==> src/rtl/gdt_pkg.sv <==
package gdt_pkg;

  typedef enum logic [1:0] {
    DT_PROG = 2'b00,
    DT_DEF  = 2'b01,
    DT_OFF  = 2'b10,
    DT_RSV  = 2'b11
  } dt_mode_e;

endpackage

==> src/rtl/gdt_rst_sync.sv <==
module gdt_rst_sync (
  input  logic clk,
  input  logic rst_n_in,
  output logic rst_n_out
);

  logic [1:0] rst_pipe_q;

  always_ff @(posedge clk or negedge rst_n_in) begin
    if (!rst_n_in) begin
      rst_pipe_q <= 2'b00;
    end else begin
      rst_pipe_q <= {rst_pipe_q[0], 1'b1};
    end
  end

  assign rst_n_out = rst_pipe_q[1];

endmodule

==> src/rtl/gdt_sync2.sv <==
module gdt_sync2 #(
  parameter int W = 8
) (
  input  logic         clk,
  input  logic         rst_n,
  input  logic [W-1:0] d_in,
  output logic [W-1:0] q_out
);

  logic [W-1:0] meta_q;
  logic [W-1:0] stab_q;

  always_ff @(posedge clk or negedge rst_n) begin
    if (!rst_n) begin
      meta_q <= '0;
      stab_q <= '0;
    end else begin
      meta_q <= d_in;
      stab_q <= meta_q;
    end
  end

  assign q_out = stab_q;

endmodule

==> src/rtl/gdt_phase.sv <==
module gdt_phase
  import gdt_pkg::*;
#(
  parameter int CW = 9
) (
  input  logic          clk,
  input  logic          rst_n,
  input  logic          cmd_hi,
  input  logic          cmd_lo,
  input  logic          pwm_hs,
  input  logic          pwm_ls,
  input  dt_mode_e      mode,
  input  logic [CW-1:0] dt_len,
  input  logic          xcond_en,
  output logic          gate_hi,
  output logic          gate_lo
);

  localparam logic [CW-1:0] CNT_MAX = {CW{1'b1}};

  logic          gh_q, gl_q, gh_d, gl_d;
  logic [CW-1:0] cnt_q, cnt_d;
  logic          cnt_en;
  logic          want_h, want_l;
  logic          pass_thru, allow_both, clash, ready, idle;

  // effective requests after the PWM gates
  always_comb begin
    want_h     = cmd_hi & pwm_hs;
    want_l     = (cmd_lo | (cmd_hi & ~pwm_hs)) & pwm_ls;
    pass_thru  = (mode == DT_OFF);
    allow_both = pass_thru & xcond_en;
    clash      = want_h & want_l & ~allow_both;
    ready      = (cnt_q >= dt_len);
    idle       = ~gh_q & ~gl_q;
  end

  // grant next state
  always_comb begin
    if (pass_thru) begin
      gh_d = want_h & ~clash;
      gl_d = want_l & ~clash;
    end else if (idle) begin
      gh_d = ready & want_h & ~clash;
      gl_d = ready & want_l & ~clash;
    end else begin
      gh_d = gh_q & want_h & ~clash;
      gl_d = gl_q & want_l & ~clash;
    end
  end

  // off-time counter next state, saturating
  always_comb begin
    if (gh_d | gl_d) begin
      cnt_d  = '0;
      cnt_en = (cnt_q != '0);
    end else begin
      cnt_d  = cnt_q + 1'b1;
      cnt_en = (cnt_q != CNT_MAX);
    end
  end

  always_ff @(posedge clk or negedge rst_n) begin
    if (!rst_n) begin
      gh_q <= 1'b0;
      gl_q <= 1'b0;
    end else begin
      gh_q <= gh_d;
      gl_q <= gl_d;
    end
  end

  always_ff @(posedge clk or negedge rst_n) begin
    if (!rst_n) begin
      cnt_q <= '0;
    end else if (cnt_en) begin
      cnt_q <= cnt_d;
    end
  end

  assign gate_hi = gh_q;
  assign gate_lo = gl_q;

  AST_LOCKOUT: assert property (@(posedge clk) disable iff (!rst_n)
    (gh_q && gl_q) |-> ($past(mode) == DT_OFF && $past(xcond_en)));

  AST_CLASH_OFF: assert property (@(posedge clk) disable iff (!rst_n)
    (want_h && want_l && !(mode == DT_OFF && xcond_en)) |=> (!gh_q && !gl_q));

  AST_LO_GAP: assert property (@(posedge clk) disable iff (!rst_n)
    ($rose(gl_q) && $past(mode) != DT_OFF) |-> $past(!gh_q));

  AST_HI_GAP: assert property (@(posedge clk) disable iff (!rst_n)
    ($rose(gh_q) && $past(mode) != DT_OFF) |-> $past(!gl_q));

endmodule

==> src/rtl/gate_dt_ctrl.sv <==
module gate_dt_ctrl
  import gdt_pkg::*;
#(
  parameter int NPH    = 3,
  parameter int DT_W   = 8,
  parameter int DEF_DT = 300
) (
  input  logic            clk,
  input  logic            rst_n,
  input  logic [NPH-1:0]  hi_cmd,
  input  logic [NPH-1:0]  lo_cmd,
  input  logic            pwm_hs_en,
  input  logic            pwm_ls_en,
  input  logic [1:0]      dt_mode,
  input  logic [DT_W-1:0] dt_count,
  input  logic            xcond_en,
  output logic [NPH-1:0]  gate_hi,
  output logic [NPH-1:0]  gate_lo
);

  localparam int DEF_W = $clog2(DEF_DT + 1);
  localparam int CW    = (DT_W > DEF_W) ? DT_W : DEF_W;
  localparam int SW    = 2 * NPH + 2;

  logic           rst_int_n;
  logic [SW-1:0]  raw_in, sync_out;
  logic [NPH-1:0] hi_s, lo_s;
  logic           pwm_hs_s, pwm_ls_s;
  dt_mode_e       mode_e;
  logic [CW-1:0]  dt_len;

  gdt_rst_sync u_rst (
    .clk       (clk),
    .rst_n_in  (rst_n),
    .rst_n_out (rst_int_n)
  );

  assign raw_in = {pwm_ls_en, pwm_hs_en, lo_cmd, hi_cmd};

  gdt_sync2 #(.W(SW)) u_sync (
    .clk   (clk),
    .rst_n (rst_int_n),
    .d_in  (raw_in),
    .q_out (sync_out)
  );

  assign hi_s     = sync_out[NPH-1:0];
  assign lo_s     = sync_out[2*NPH-1:NPH];
  assign pwm_hs_s = sync_out[2*NPH];
  assign pwm_ls_s = sync_out[2*NPH+1];

  always_comb begin
    mode_e = dt_mode_e'(dt_mode);
    case (mode_e)
      DT_PROG: dt_len = CW'(dt_count);
      DT_OFF:  dt_len = '0;
      default: dt_len = CW'(DEF_DT);
    endcase
  end

  for (genvar p = 0; p < NPH; p++) begin : g_phase
    gdt_phase #(.CW(CW)) u_phase (
      .clk      (clk),
      .rst_n    (rst_int_n),
      .cmd_hi   (hi_s[p]),
      .cmd_lo   (lo_s[p]),
      .pwm_hs   (pwm_hs_s),
      .pwm_ls   (pwm_ls_s),
      .mode     (mode_e),
      .dt_len   (dt_len),
      .xcond_en (xcond_en),
      .gate_hi  (gate_hi[p]),
      .gate_lo  (gate_lo[p])
    );
  end

  AST_HS_CHOP: assert property (@(posedge clk) disable iff (!rst_int_n)
    !pwm_hs_s |=> (gate_hi == '0));

  AST_LS_KILL: assert property (@(posedge clk) disable iff (!rst_int_n)
    !pwm_ls_s |=> (gate_lo == '0));

endmodule

==> config.mk <==
export PLATFORM = sky130hd
export DESIGN_NAME = gate_dt_ctrl
export DESIGN_NICKNAME = d
export VERILOG_FILES = /design/src/rtl/gdt_pkg.sv /design/src/rtl/gdt_rst_sync.sv /design/src/rtl/gdt_sync2.sv /design/src/rtl/gdt_phase.sv /design/src/rtl/gate_dt_ctrl.sv
export SDC_FILE = /design/constraint.sdc
export NUM_CORES = 1
export LEC_CHECK = 0
export BUFFER_PORTS_ARGS = -buffer_cell sky130_fd_sc_hd__buf_4
export CAP_MARGIN = 20
export CORE_ASPECT_RATIO = 0.6
export CORE_UTILIZATION = 55
export DETAILED_ROUTE_END_ITERATION = 7
export HOLD_SLACK_MARGIN = 0.1
export PLACE_DENSITY = 0.87
export SLEW_MARGIN = 20
export SYNTH_ARGS = -nofsm -noshare
export SYNTH_HDL_FRONTEND = slang
export SYNTH_SLANG_ARGS = --single-unit
export TNS_END_PERCENT = 5
==> constraint.sdc <==
create_clock -name clk -period 2.7 [get_ports clk]
set_input_delay 0.27 -clock clk [delete_from_list [all_inputs] [get_ports clk]]
set_output_delay 0.27 -clock clk [all_outputs]
set_load 0.01 [all_outputs]
## After elaboration in Yosys (flattened, before gate mapping)

Index checks and enable logic that the tools add are counted.

- Divide/modulo/power cells: 0
- Shift operators: 0
- Muxes and demuxes: 19
- Equal/unequal tests: 4
- Add/subtract/negate cells: 3
- Bitwise gates (word level): 66
- Magnitude comparators: 3
- Multipliers: 0
- Reduce and logical (&&, ||, !) cells: 4

Operators with widths:

| operator | count |
|---|---|
| AND 1 bit | 49 |
| adder 9 x 1 -> 9 bit (second input constant) | 3 |
| >= comparator 9 bit | 3 |
| two-way mux 9 bit | 3 |
| != test 9 bit (second input constant) | 3 |
| nonzero test 9 bit | 3 |
| case mux 9 bit (2 select lines) | 1 |
| two-way mux 1 bit | 15 |
| inverter 1 bit | 11 |
| bitwise OR 1 bit | 6 |
| == test 2 bit (second input constant) | 1 |
| zero test 2 bit | 1 |

- Input bits: 21
- Memories: 0
- Bits in latches: 0
- Logic and storage cells: 111
- Bits in read-only memories: 0
- Bits in writable memories: 0
- Register bits after elaboration: 51
- Output and inout port bits: 6

## Depth between registers and ports, before layout

Gate-level depths: netlist of the first run.

- Depth after elaboration: 12
- Depth in mapped cells: 10
- Gate-level depth less buffers: 9

## Hierarchy

From an unflattened synthesis of the first run, not the netlist that was laid out.

- Cells, all modules: 360
- Area, all modules: 3487.1 um2

Modules (own cells, without submodules):

| module | instances | seq. area each (um2) | area an instance (um2) | cells an instance |
|---|---|---|---|---|
| gdt_phase at g_phase[1].u_phase ... | 2 | 275.3 | 985.9 | 110 |
| gdt_phase at g_phase[0].u_phase | 1 | 275.3 | 989.7 | 110 |
| gdt_sync2 | 1 | 400.4 | 400.4 | 16 |
| gate_dt_ctrl | 1 | 0.0 | 71.3 | 11 |
| gdt_rst_sync | 1 | 50.0 | 53.8 | 3 |

## Worst setup path after synthesis of the first run

OpenSTA, ideal clock, no wires.

- Path type: input to register
- From: input dt_mode[1]
- To: register g_phase[2].u_phase.cnt_q[0]
- Setup slack: 0.425 ns
- Arrival time: 2.150 ns
- Path buffers: 0
- Stages on the path: 9
- Required time: 2.575 ns
- Library setup time: 0.125 ns
- Path through: nor2_1 > nand2_1 > ha_1 > and4_1 > nand2_1 > and4_2 > a22oi_4 > mux2_4 > mux2_2

- Cells in the longest elaborated chain, start to end: 10

RTL lines:

| item | line | text |
|---|---|---|
| from (decl) | gate_dt_ctrl.sv:14 | `input logic [1:0] dt_mode,` |
| parallel branches: the longest is 8 deep, another holds >= comparator 9 bit | -- |  |
| bitwise OR 1 bit (*) | gdt_phase.sv:54 | `if (gh_d \| gl_d) begin` |
| two-way mux 9 bit / two-way mux 1 bit (equally long branches) | gdt_phase.sv:54 |  |
| to (signal assigned) | gdt_phase.sv:77 | `cnt_q <= cnt_d;` |
| to (decl) | gdt_phase.sv:22 | `logic [CW-1:0] cnt_q, cnt_d;` |

Mark *: on every way between the ends.
A chain may end at the register's enable or synchronous reset.

## Final worst setup path of the first run

- From: input dt_mode[0]
- To: register g_phase[2].u_phase.cnt_q[0]

Same word-level chain as after synthesis.

==> summary.md, run 1 <==
| Metric | Value |
|---|---|
| Worst VDD drop | `0.391 mV` |
| Post-synthesis cell area | `2970 sq um` |
| Outcome | `completed` |
| Number of flops mapped to enable cells by yosys | `0` |
| Sink Count | `51` |
| Yosys top cell by area | `dfrtp_1` |
| Register area | `1280 sq um` |
| Critical path's largest stage delay | `320 ps` |
| Main combinational cell family by area after synthesis | `simple AND/OR/NAND/NOR gates` |
| YS warnings | `0` |
| Final Max Slew Viols | `0` |
| Via count | `approximately 2,300` |
| Initial Util | `0.579` |
| Area after DPL | `about 3200 sq um` |
| Share of the synthesized area in the top cell type | `0.430` |
| Multi-input gate area | `around 1600 sq um` |
| DP HPWL | `4.80 mm` |
| Initial antenna violation count | `0` |
| CP dominant cell by count | `nand2_1` |
| Endpoints failing setup | `0` |
| Worst slack at placement | `168 ps` |
| Synth Area in XOR/XNOR | `0.0531` |
| Max Fanout on Critical Path | `7` |
| Final Hold Vio Count | `0` |
| Leak Pwr | `1.62 nW` |
| H-Tree Depth | `2` |
| Adder-cell area share of the yosys netlist | `0.152` |
| Die W | `roughly 97 um` |
| Clk slew on worst S/H paths | `90 ps` |
| Cell count after synthesis | `289` |
| Core area | `5130 sq um` |
| Clock Latency Late Sink | `~310 ps` |
| RSZ-0062 raised after global routing | `no` |
| CP cell instances | `buf_4 -> nor2_1 -> nand2_1 -> ha_1 -> and4_1 -> nand2_1 -> and4_2 -> a22oi_4 -> mux2_4 -> mux2_2` |
| Worst slew margin | `0.591` |
| Ys flop type | `dfrtp_1` |
| Final Cycle Share | `0.816` |
| Syn avg cell area | `about 10 sq um` |
| R2R depth | `8` |
| Initial DRC count | `between 100 and 150` |
| Largest cells by area after synthesis | `dfrtp_1 43%, ha_1 15%, nor2_1 4.8%` |
| PwrDens | `roughly 710 nW/um^2` |
| Final instance area | `3410 sq um` |
| Fillcell total | `385` |
| WP data required | `2900 ps` |
| Setup CP Type | `input port to flop` |
| Synth Area in Simple Gates | `0.202` |
| CTS tree | `yes` |
| Compound-cell area share of the yosys netlist | `0.109` |
| RD Place Congestion | `0.872` |
| Worst Path Buf+Inv | `1` |
| Combinational share of power | `0.327` |
| Global Route Usage Sum | `0.245` |
| WP depth | `10` |
| Tmin final | `2200 ps` |
| DR pass1 iterations | `4` |
| Placed cell count | `375` |
| Library cells used by synthesis | `53` |
| Internal | `between 1.5 and 2 mW` |
| Core Rows | `20` |
| Setup ws final | `498 ps` |
| Setup_tns | `0 ps` |
| P_sw | `0.869 mW` |
| DR WL/cell | `about 16 um` |
| Highest Clock Rate | `0.454 GHz` |
| Startpoint Class | `input port` |
| N_diodes | `0` |
| DRC errors left | `0` |
| Hold Path Class | `input port to asynchronous set/reset pin` |
| Switch share | `0.358` |
| Fraction of layout instances using a drive strength above 1 | `0.150` |
| Post-synth net total | `346` |
| Largest net degree at the start of global routing | `50` |
| Critical path endpoint category | `flop` |
| Max Cap Viol | `0` |
| Die area | `5710 sq um` |
| Grt ovf | `0` |
| Post-DR vias/cell | `5.74` |
| P&R area growth vs syn | `14.7%` |
| Vias in the first global route | `approximately 2,200` |
| First-pass GRT wire length | `10.7 mm` |
| Asr flop ratio synth | `1.00` |
| Power, Total | `approximately 2.4 mW` |
| Mux cell area share after synthesis | `0.0190` |
| Max stage delay cell, worst path | `ha_1` |
| Clock power frac | `0.218` |
| Flops & latches, synth | `51` |
| Routed Antenna Nets | `0` |
| Die H | `approximately 59 um` |
| Sequential Power Share | `0.454` |
| Final wirelength | `~6.4 mm` |
| Max clock buf depth | `2` |
| Port-buffer cells | `26` |
| I/O Pins | `27` |
| Total CTS buffers | `5` |
| Pin slew with the least headroom to its limit | `613 ps` |
| Root buffer cell | `clkbuf_8` |
| Nets@finish | `382` |
| Fin cells | `around 390` |
| Worst Path Arrival | `around 2400 ps` |
| Seq/Total Area, Yosys | `0.430` |
| Worst Skew | `approximately 2.8 ps` |
| Crit-path leading delay family | `simple AND/OR/NAND/NOR gates` |
==> flip-flops by register name, indices dropped and copies added (netlist names) <==
signal and cells:
g_phase.u_phase.cnt_q 27, u_sync.meta_q 8, u_sync.q_out 8, g_phase.u_phase.gate_hi 3
g_phase.u_phase.gate_lo 3, u_rst.rst_pipe_q 2
==> stage by stage <==
stage | util | hold WS, ps
after CTS | 0.664 | 256
after floorplan | - | -25.6
after global placement | 0.624 | 53.3
after detailed placement | 0.624 | 53.9
after global routing | 0.664 | 284
final | 0.664 | 281
==> cells by family after synthesis <==
kind of cell | after synthesis
buf+inv | 19
simple gates | 114
xor+xnor | 18
compound gates | 45
other cells | 1
mux | 5
flops | 51
fa+ha+maj | 36
==> final timing paths <==
| kind | slack, ps | from | end |
|---|---|---|---|
| worst max register to register | 510 | g_phase[0].u_phase.cnt_q[2]$_DFFE_PN0P_ | g_phase[0].u_phase.cnt_q[7]$_DFFE_PN0P_ |
| worst max-delay path | 500 | dt_mode[0] | g_phase[2].u_phase.cnt_q[0]$_DFFE_PN0P_ |
| worst min register to register | 340 | u_rst.rst_pipe_q[1]$_DFF_PN0_ | u_sync.q_out[1]$_DFF_PN0_ |
| max in group asynchronous | 1930 | u_rst.rst_pipe_q[1]$_DFF_PN0_ | g_phase[2].u_phase.cnt_q[7]$_DFFE_PN0P_ |
| min in group clk | 330 | xcond_en | g_phase[1].u_phase.gate_lo$_DFF_PN0_ |
| worst min-delay path | 280 | rst_n | u_rst.rst_pipe_q[1]$_DFF_PN0_ |
==> final cells by class <==
class	instances	share of cell area
multi-input combinational	219	0.467
sequential	51	0.376
timing repair buffer	37	0.0881
tap	66	0.0242
clock buffer	5	0.0202
clock inverter	3	0.0128
inverter	11	0.0121
==> cells in the final DEF (no fill, tap or decap), types with 6 or more instances in the layout <==
master,count
a211oi_1,8
a21oi_1,9
buf_4,28
dfrtp_1,50
dlygate4sd3_1,9
ha_1,36
inv_1,11
nand2_1,13
nand3_1,13
nor2_1,38
nor2b_1,6
o21ai_0,9
xor2_1,13
==> power by group through the flow <==
stage                     sequential [mW]  clock [mW]  combinational (mW)
after global routing                 1.13       0.566               0.921
after detailed placement             1.11           0               0.757
final                                1.10       0.530               0.794
after global placement               1.10           0               0.716
after floorplan                      1.05           0               0.595
after CTS                            1.10       0.537               0.790
==> synthesized netlist by cell type, types with 5 or more instances <==
library cell and instances:
dfrtp_1 51, nor2_1 38, ha_1 36, nand2_1 13, nand3_1 13, xor2_1 13, inv_1 11, a21oi_1 9
o21ai_0 9, a211oi_1 8, buf_4 6, nor2b_1 6, and3_1 5, nand2b_1 5, nand4_1 5, nor3_1 5
nor4_1 5, xnor2_1 5
==> layer usage <==
metal  share of wire  global-route usage  vias to the layer above
li1                -                   -                     1099
met1            0.48               0.356                     1071
met2            0.44               0.372                       74
met3           0.079              0.0641                        7
met4          0.0080              0.0576                        0
met5               0                   0                        -
==> what timing repair did <==
action                                 4_1_cts  5_1_grt
hold buffers                                 9        0
gates resized for setup                      0        0
endpoints found under the hold margin       10        0
setup buffers                                0        0
Note: power is estimated with default switching activity, not from simulation.
==> inputs of run 2 (changes only) <==
- CORE_UTILIZATION: 55 -> 54
- PLACE_DENSITY: 0.87 -> 0.88
- clock period: 2.7 -> 1.8 ns (I/O delays scaled with it)
==> run 2 against run 1 <==
  * The run now ends with negative setup slack left
  * Global-route usage increased by 3.3 points
  * Largest cell class unchanged
  * Clock-buffer cell count increased by 1
  * Critical path type is now flop to flop
  * Highest routed layer unchanged
  * Sequential power increased by 39%
  * Combinational power increased by 150%
  * Worst setup slack got worse by 760 ps
  * Wire length increased by 31%
  * First-iteration DRC count increased by 80%
  * Flip-flop and latch count unchanged
==> summary.md, run 2 (synthesis results as in run 1) <==
| Metric | Value |
|---|---|
| Outcome | `complete, but fails checks` |
| Failing checks | `negative setup slack` |
| N_diodes | `0 (unchanged)` |
| Core Rows | `20 (unchanged)` |
| DR pass1 iterations | `4 (unchanged)` |
| Critical path's largest stage delay | `440 ps (+120 ps)` |
| Final wirelength | `8.35 mm (+31%)` |
| Worst Path Buf+Inv | `0 (-1)` |
| Die H | `59.5 um (+0.89%)` |
| Critical path endpoint category | `flop` |
| Setup ws final | `-258 ps (-756 ps)` |
| RD Place Congestion | `0.920 (+5.6%)` |
| Area after DPL | `3690 sq um (+15%)` |
| Total CTS buffers | `5 (unchanged)` |
| Largest net degree at the start of global routing | `30 (-40%)` |
| Root buffer cell | `clkbuf_8` |
| Global Route Usage Sum | `0.279 (+0.0335)` |
| Crit-path leading delay family | `multiplexers` |
| First-pass GRT wire length | `12.4 mm (+16%)` |
| Clock Latency Late Sink | `310 ps (about the same)` |
| Sequential Power Share | `0.353 (-0.101)` |
| P&R area growth vs syn | `38.5%` |
| Core area | `5180 sq um (+0.98%)` |
| Register area | `1280 sq um (-0.20%)` |
| Via count | `2,632 (+17%)` |
| Combinational share of power | `0.458 (+0.131)` |
| Worst slack at placement | `-413 ps (-581 ps)` |
| Startpoint Class | `flop` |
| CP cell instances | `ha_4 -> a211oi_1 -> and4_4 -> a22oi_4 -> mux2_4 -> mux2_2` |
| Multi-input gate area | `1810 sq um (+14%)` |
| Final instance area | `4110 sq um (+21%)` |
| Vias in the first global route | `2,617 (+18%)` |
| WP data required | `1990 ps (-910 ps)` |
| Final Hold Vio Count | `0 (unchanged)` |
| Grt ovf | `0 (unchanged)` |
| Max Cap Viol | `0 (unchanged)` |
| Sink Count | `51 (unchanged)` |
| Die area | `5810 sq um (+1.8%)` |
| CTS tree | `yes` |
| Max clock buf depth | `2 (unchanged)` |
| Leak Pwr | `1.95 nW (+20%)` |
| Tmin final | `2060 ps` |
| RSZ-0062 raised after global routing | `yes` |
| I/O Pins | `27 (unchanged)` |
| Hold Path Class | `input port to asynchronous set/reset pin` |
| H-Tree Depth | `2 (unchanged)` |
| DR WL/cell | `18.4 um (+13%)` |
| Max reg flops | `27 (unchanged)` |
| Clock power frac | `0.189 (-0.029)` |
| Fillcell total | `278 (-28%)` |
| Worst VDD drop | `0.717 mV (+83%)` |
| Worst Path Arrival | `2250 ps (-150 ps)` |
| Reg with most FFs | `g_phase.u_phase.cnt_q` |
| Final Max Slew Viols | `0 (unchanged)` |
| Post-DR vias/cell | `5.78 (+0.74%)` |
| Max Fanout on Critical Path | `3 (-4)` |
| Most common cell after layout, fill and taps aside | `buf_4` |
| Fraction of layout instances using a drive strength above 1 | `0.380 (+0.230)` |
| Final Cycle Share | `1.14` |
| Initial DRC count | `196 (+80%)` |
| PwrDens | `1050 nW/um^2 (+48%)` |
| Post-layout util | `0.794 (+0.130)` |
| Initial Util | `0.573 (-0.00559)` |
| Setup CP Type | `flop to flop` |
| DRC errors left | `0 (unchanged)` |
| Die W | `97.8 um (+0.90%)` |
| P_sw | `1.57 mW (+81%)` |
| Commonest cells after routing, fill and taps aside | `89 x buf_4, 50 x dfrtp_1, 34 x nor2_1` |
| Max stage delay cell, worst path | `dfrtp_1` |
| Internal | `2.77 mW (+78%)` |
| Endpoints failing setup | `18 (+18)` |
| Initial antenna violation count | `0 (unchanged)` |
| Routed Antenna Nets | `0 (unchanged)` |
| Highest Clock Rate | `0.486 GHz` |
| Worst Skew | `8.66 ps (+5.81 ps)` |
| Switch share | `0.362 (+0.00358)` |
| Port-buffer cells | `26 (unchanged)` |
| DP HPWL | `5.71 mm (+19%)` |
| Worst hold slack | `179 ps (-102 ps)` |
| Clk slew on worst S/H paths | `100 ps (about the same)` |
| Nets@finish | `445 (+16%)` |
==> run 2: final cells by class <==
class,instances,area share
clock buffers,6,0.0176
clock inverters,2,0.00943
repair buffers,100,0.192
multi-input cells,219,0.440
inverters,11,0.0100
flip-flops and latches,51,0.311
well taps,66,0.0201
==> run 2: final timing paths <==
check	from	endpoint	slack, ps	cells past startpoint
worst min register to register	u_rst.rst_pipe_q[1]$_DFF_PN0_	g_phase[0].u_phase.cnt_q[6]$_DFFE_PN0P_	240	0
max in group asynchronous	u_rst.rst_pipe_q[1]$_DFF_PN0_	g_phase[1].u_phase.cnt_q[0]$_DFFE_PN0P_	1040	1
worst max register to register	g_phase[2].u_phase.cnt_q[8]$_DFFE_PN0P_	g_phase[2].u_phase.cnt_q[0]$_DFFE_PN0P_	-260	6
worst max-delay path	g_phase[2].u_phase.cnt_q[8]$_DFFE_PN0P_	g_phase[2].u_phase.cnt_q[0]$_DFFE_PN0P_	-260	6
min in group clk	u_sync.meta_q[4]$_DFF_PN0_	u_sync.q_out[4]$_DFF_PN0_	360	0
worst min-delay path	rst_n	u_rst.rst_pipe_q[0]$_DFF_PN0_	180	2
==> run 2: power by group through the flow <==
| stage | registers [mW] | logic [mW] | clock network (mW) |
|---|---|---|---|
| 3_3_place_gp | 1.53 | 1.60 | 0 |
| 5_1_grt | 1.54 | 2.15 | 0.874 |
| 4_1_cts | 1.52 | 1.84 | 0.819 |
| 3_5_place_dp | 1.54 | 1.69 | 0 |
| 6_report | 1.53 | 1.98 | 0.820 |
| 2_1_floorplan | 1.57 | 0.916 | 0 |
==> run 2: stage by stage <==
stage	TNS (ps)	total power [mW]	instances
after floorplan	-837	2.49	289
after global placement	-6350	3.13	435
after detailed placement	-8010	3.23	435
after CTS	-754	4.18	454
after global routing	-3680	4.57	455
final	-1480	4.33	455
==> run 2: routing by layer <==
metal  vias to the layer above  routed length, um  GRT usage  part of all wire
met4                         0                212     0.0758             0.025
met1                      1291               3430      0.352              0.41
met3                        21                489     0.0542             0.059
met2                        92               4220      0.502              0.50
met5                         -                  0          0                 0
li1                       1228                  -          -                 -
==> run 2: what timing repair did <==
item | in CTS | in global routing
hold endpoints to repair | 10 | 0
endpoints found under the setup margin | 25 | 29
pin swaps | 8 | 10
hold buffers | 9 | 0
resized for setup | 20 | 18
buffers inserted | 2 | 1
==> inputs of run 3 (changes only) <==
- CELL_PAD_IN_SITES_DETAIL_PLACEMENT: not set -> 2
- CELL_PAD_IN_SITES_GLOBAL_PLACEMENT: not set -> 2
- CORE_UTILIZATION: 54 -> 36
- CTS_BUF_LIST: not set -> sky130_fd_sc_hd__clkbuf_4
- PLACE_DENSITY: 0.88 -> 0.9
==> run 3 against run 2 <==
  * The flow still finishes with violations (negative setup slack)
  * Hold slack gained 62 ps
  * Global-route usage grew 2.0 points
  * Clock power shrank 7.6%
  * Via count grew 7.1%
  * Combinational power grew 28%
  * Worst setup slack lost 110 ps
  * Design area grew 5.4%
  * Highest routed layer unchanged
  * Clock-buffer cell count shrank 1
  * Power grew 13%
==> summary.md, run 3 (synthesis results as in run 1) <==
| Metric | Value |
|---|---|
| Setup ws final | `-371 ps (-113 ps)` |
| N_diodes | `0 (unchanged)` |
| Max Cap Viol | `0 (unchanged)` |
| Grt ovf | `0 (unchanged)` |
| Post-DR vias/cell | `5.60 (-3.1%)` |
| Highest Clock Rate | `0.461 GHz (-5.2%)` |
| WP data required | `2100 ps (+110 ps)` |
| Initial Util | `0.374 (-0.200)` |
| Worst slack at placement | `-521 ps (-108 ps)` |
| Max clock buf depth | `2 (unchanged)` |
| Worst Skew | `36.4 ps (+27.8 ps)` |
| Sink Count | `51 (unchanged)` |
| Core area | `7950 sq um (+53%)` |
| DR WL/cell | `27.6 um (+50%)` |
| Final instance area | `4330 sq um (+5.4%)` |
| Setup_tns | `-4660 ps (-3180 ps)` |
| Outcome | `complete, but fails checks` |
| Port-buffer cells | `26 (unchanged)` |
| Routed Antenna Nets | `0 (unchanged)` |
| H-Tree Depth | `2 (unchanged)` |
| Initial antenna violation count | `0 (unchanged)` |
| Core Rows | `25 (+25%)` |
| Clk slew on worst S/H paths | `190 ps (+90 ps)` |
| Max Fanout on Critical Path | `2 (-1)` |
| Root buffer cell | `clkbuf_4` |
| Leak Pwr | `1.97 nW (+0.91%)` |
| Pin slew with the least headroom to its limit | `509 ps` |
| Largest net degree at the start of global routing | `22 (-27%)` |
| Clock Latency Late Sink | `430 ps (+120 ps)` |
| Die H | `72.4 um (+22%)` |
| Tmin final | `2170 ps (+113 ps)` |
| First-pass GRT wire length | `18.7 mm (+51%)` |
| Commonest cells after routing, fill and taps aside | `95 x buf_4, 45 x dfrtp_1, 29 x nor2_1` |
| Final Hold Vio Count | `0 (unchanged)` |
| Initial DRC count | `146 (-26%)` |
| PwrDens | `1130 nW/um^2 (+7.2%)` |
| Worst slew margin | `0.658` |
| Final Cycle Share | `1.21 (+0.0629)` |
| Critical path endpoint category | `flop` |
| Via count | `2,819 (+7.1%)` |
| RD Place Congestion | `0.821 (-11%)` |
| DR pass1 iterations | `4 (unchanged)` |
| Startpoint Class | `flop` |
| Fraction of layout instances using a drive strength above 1 | `0.456 (+0.0752)` |
| Die W | `119 um (+22%)` |
| DP HPWL | `8.42 mm (+47%)` |
| Global Route Usage Sum | `0.299 (+0.0198)` |
| I/O Pins | `27 (unchanged)` |
| Reg with most FFs | `g_phase.u_phase.cnt_q` |
| RSZ-0062 raised after global routing | `yes` |
| Vias in the first global route | `3,266 (+25%)` |
| Max reg flops | `27 (unchanged)` |
| Nets@finish | `451 (+1.3%)` |
| DRC errors left | `0 (unchanged)` |
| Endpoints failing setup | `30 (+12)` |
| P&R area growth vs syn | `45.9%` |
| Final Max Slew Viols | `0 (unchanged)` |
| Worst VDD drop | `0.534 mV (-26%)` |
| Failing checks | `negative setup slack` |
| Area after DPL | `3750 sq um (+1.7%)` |
| Setup CP Type | `flop to flop` |
| Final wirelength | `13.9 mm (+66%)` |
| Worst Path Arrival | `2470 ps (+220 ps)` |
| Hold Path Class | `flop to asynchronous set/reset pin` |
| Die area | `8630 sq um (+49%)` |
| Total CTS buffers | `5 (unchanged)` |
| CTS tree | `yes` |
| Most common cell after layout, fill and taps aside | `buf_4` |
-- run 3: changes by cell type in the layout (fill, tap and decap cells not counted), sizes merged --
| cell | delta |
|---|---|
| clkinvlp | +1 |
| buf | +5 |
| clkbuf | -1 |
| dlygate4sd3 | +1 |
-- run 3: per-layer routing --
metal,share of wire,track usage
met2,0.51,0.549
met3,0.032,0.0605
met5,0,0
met1,0.41,0.340
met4,0.039,0.136
-- run 3: where the power goes --
group | internal [mW] | total [mW] | switching [mW]
sequential | 1.35 | 1.61 | 0.261
combinational | 1.18 | 2.53 | 1.35
clock | 0.297 | 0.758 | 0.461
-- run 3: per-stage QoR --
step / utilization / cells / total power [mW] / hold WS, ps
after global routing: 0.546 / 503 / 5.07 / 287
after detailed placement: 0.472 / 480 / 3.40 / -34.7
final: 0.546 / 503 / 4.89 / 241
after CTS: 0.518 / 501 / 4.34 / 249
after global placement: 0.472 / 480 / 3.18 / -36.3
after floorplan: - / 289 / 2.49 / -116
-- run 3: final timing paths --
path                                                    startpoint                                      end  slack (ps)  depth (start not counted)
max in group asynchronous            u_rst.rst_pipe_q[1]$_DFF_PN0_  g_phase[1].u_phase.cnt_q[4]$_DFFE_PN0P_         870                          1
min in group clk                                          xcond_en     g_phase[1].u_phase.gate_hi$_DFF_PN0_         370                          4
setup reg to reg           g_phase[2].u_phase.cnt_q[0]$_DFFE_PN0P_  g_phase[2].u_phase.cnt_q[0]$_DFFE_PN0P_        -370                          8
hold reg to reg                      u_rst.rst_pipe_q[1]$_DFF_PN0_               u_sync.meta_q[2]$_DFF_PN0_         240                          0
setup / recovery           g_phase[2].u_phase.cnt_q[0]$_DFFE_PN0P_  g_phase[2].u_phase.cnt_q[0]$_DFFE_PN0P_        -370                          8
hold / removal                       u_rst.rst_pipe_q[1]$_DFF_PN0_               u_sync.meta_q[2]$_DFF_PN0_         240                          0
-- run 3: critical path: stages, from the launching register on --
cell and delay [ps]:
dfrtp_1 420, inv_2 60, ha_1 220, nor3b_1 150, o21ai_2 160, o2111ai_4 170
a22oi_4 260, mux2_4 340, mux2_4 280
-- run 3: final cells by class --
| cell class | count | area [sq um] |
|---|---|---|
| Fill cell | 784 | 3610 |
| Multi-Input combinational cell | 219 | 1970 |
| Sequential cell | 51 | 1280 |
| Timing Repair Buffer | 106 | 825 |
| Tap cell | 108 | 135 |
| Clock inverter | 3 | 46.3 |
| Inverter | 11 | 41.3 |
| Clock buffer | 5 | 37.5 |
-- run 3: repair_timing --
action | CTS | global route
hold buffers | 10 | 0
hold endpoints to repair | 10 | 0
pin swaps | 15 | 17
endpoints found under the setup margin | 31 | 30
resized for setup | 33 | 40
setup buffers | 3 | 2
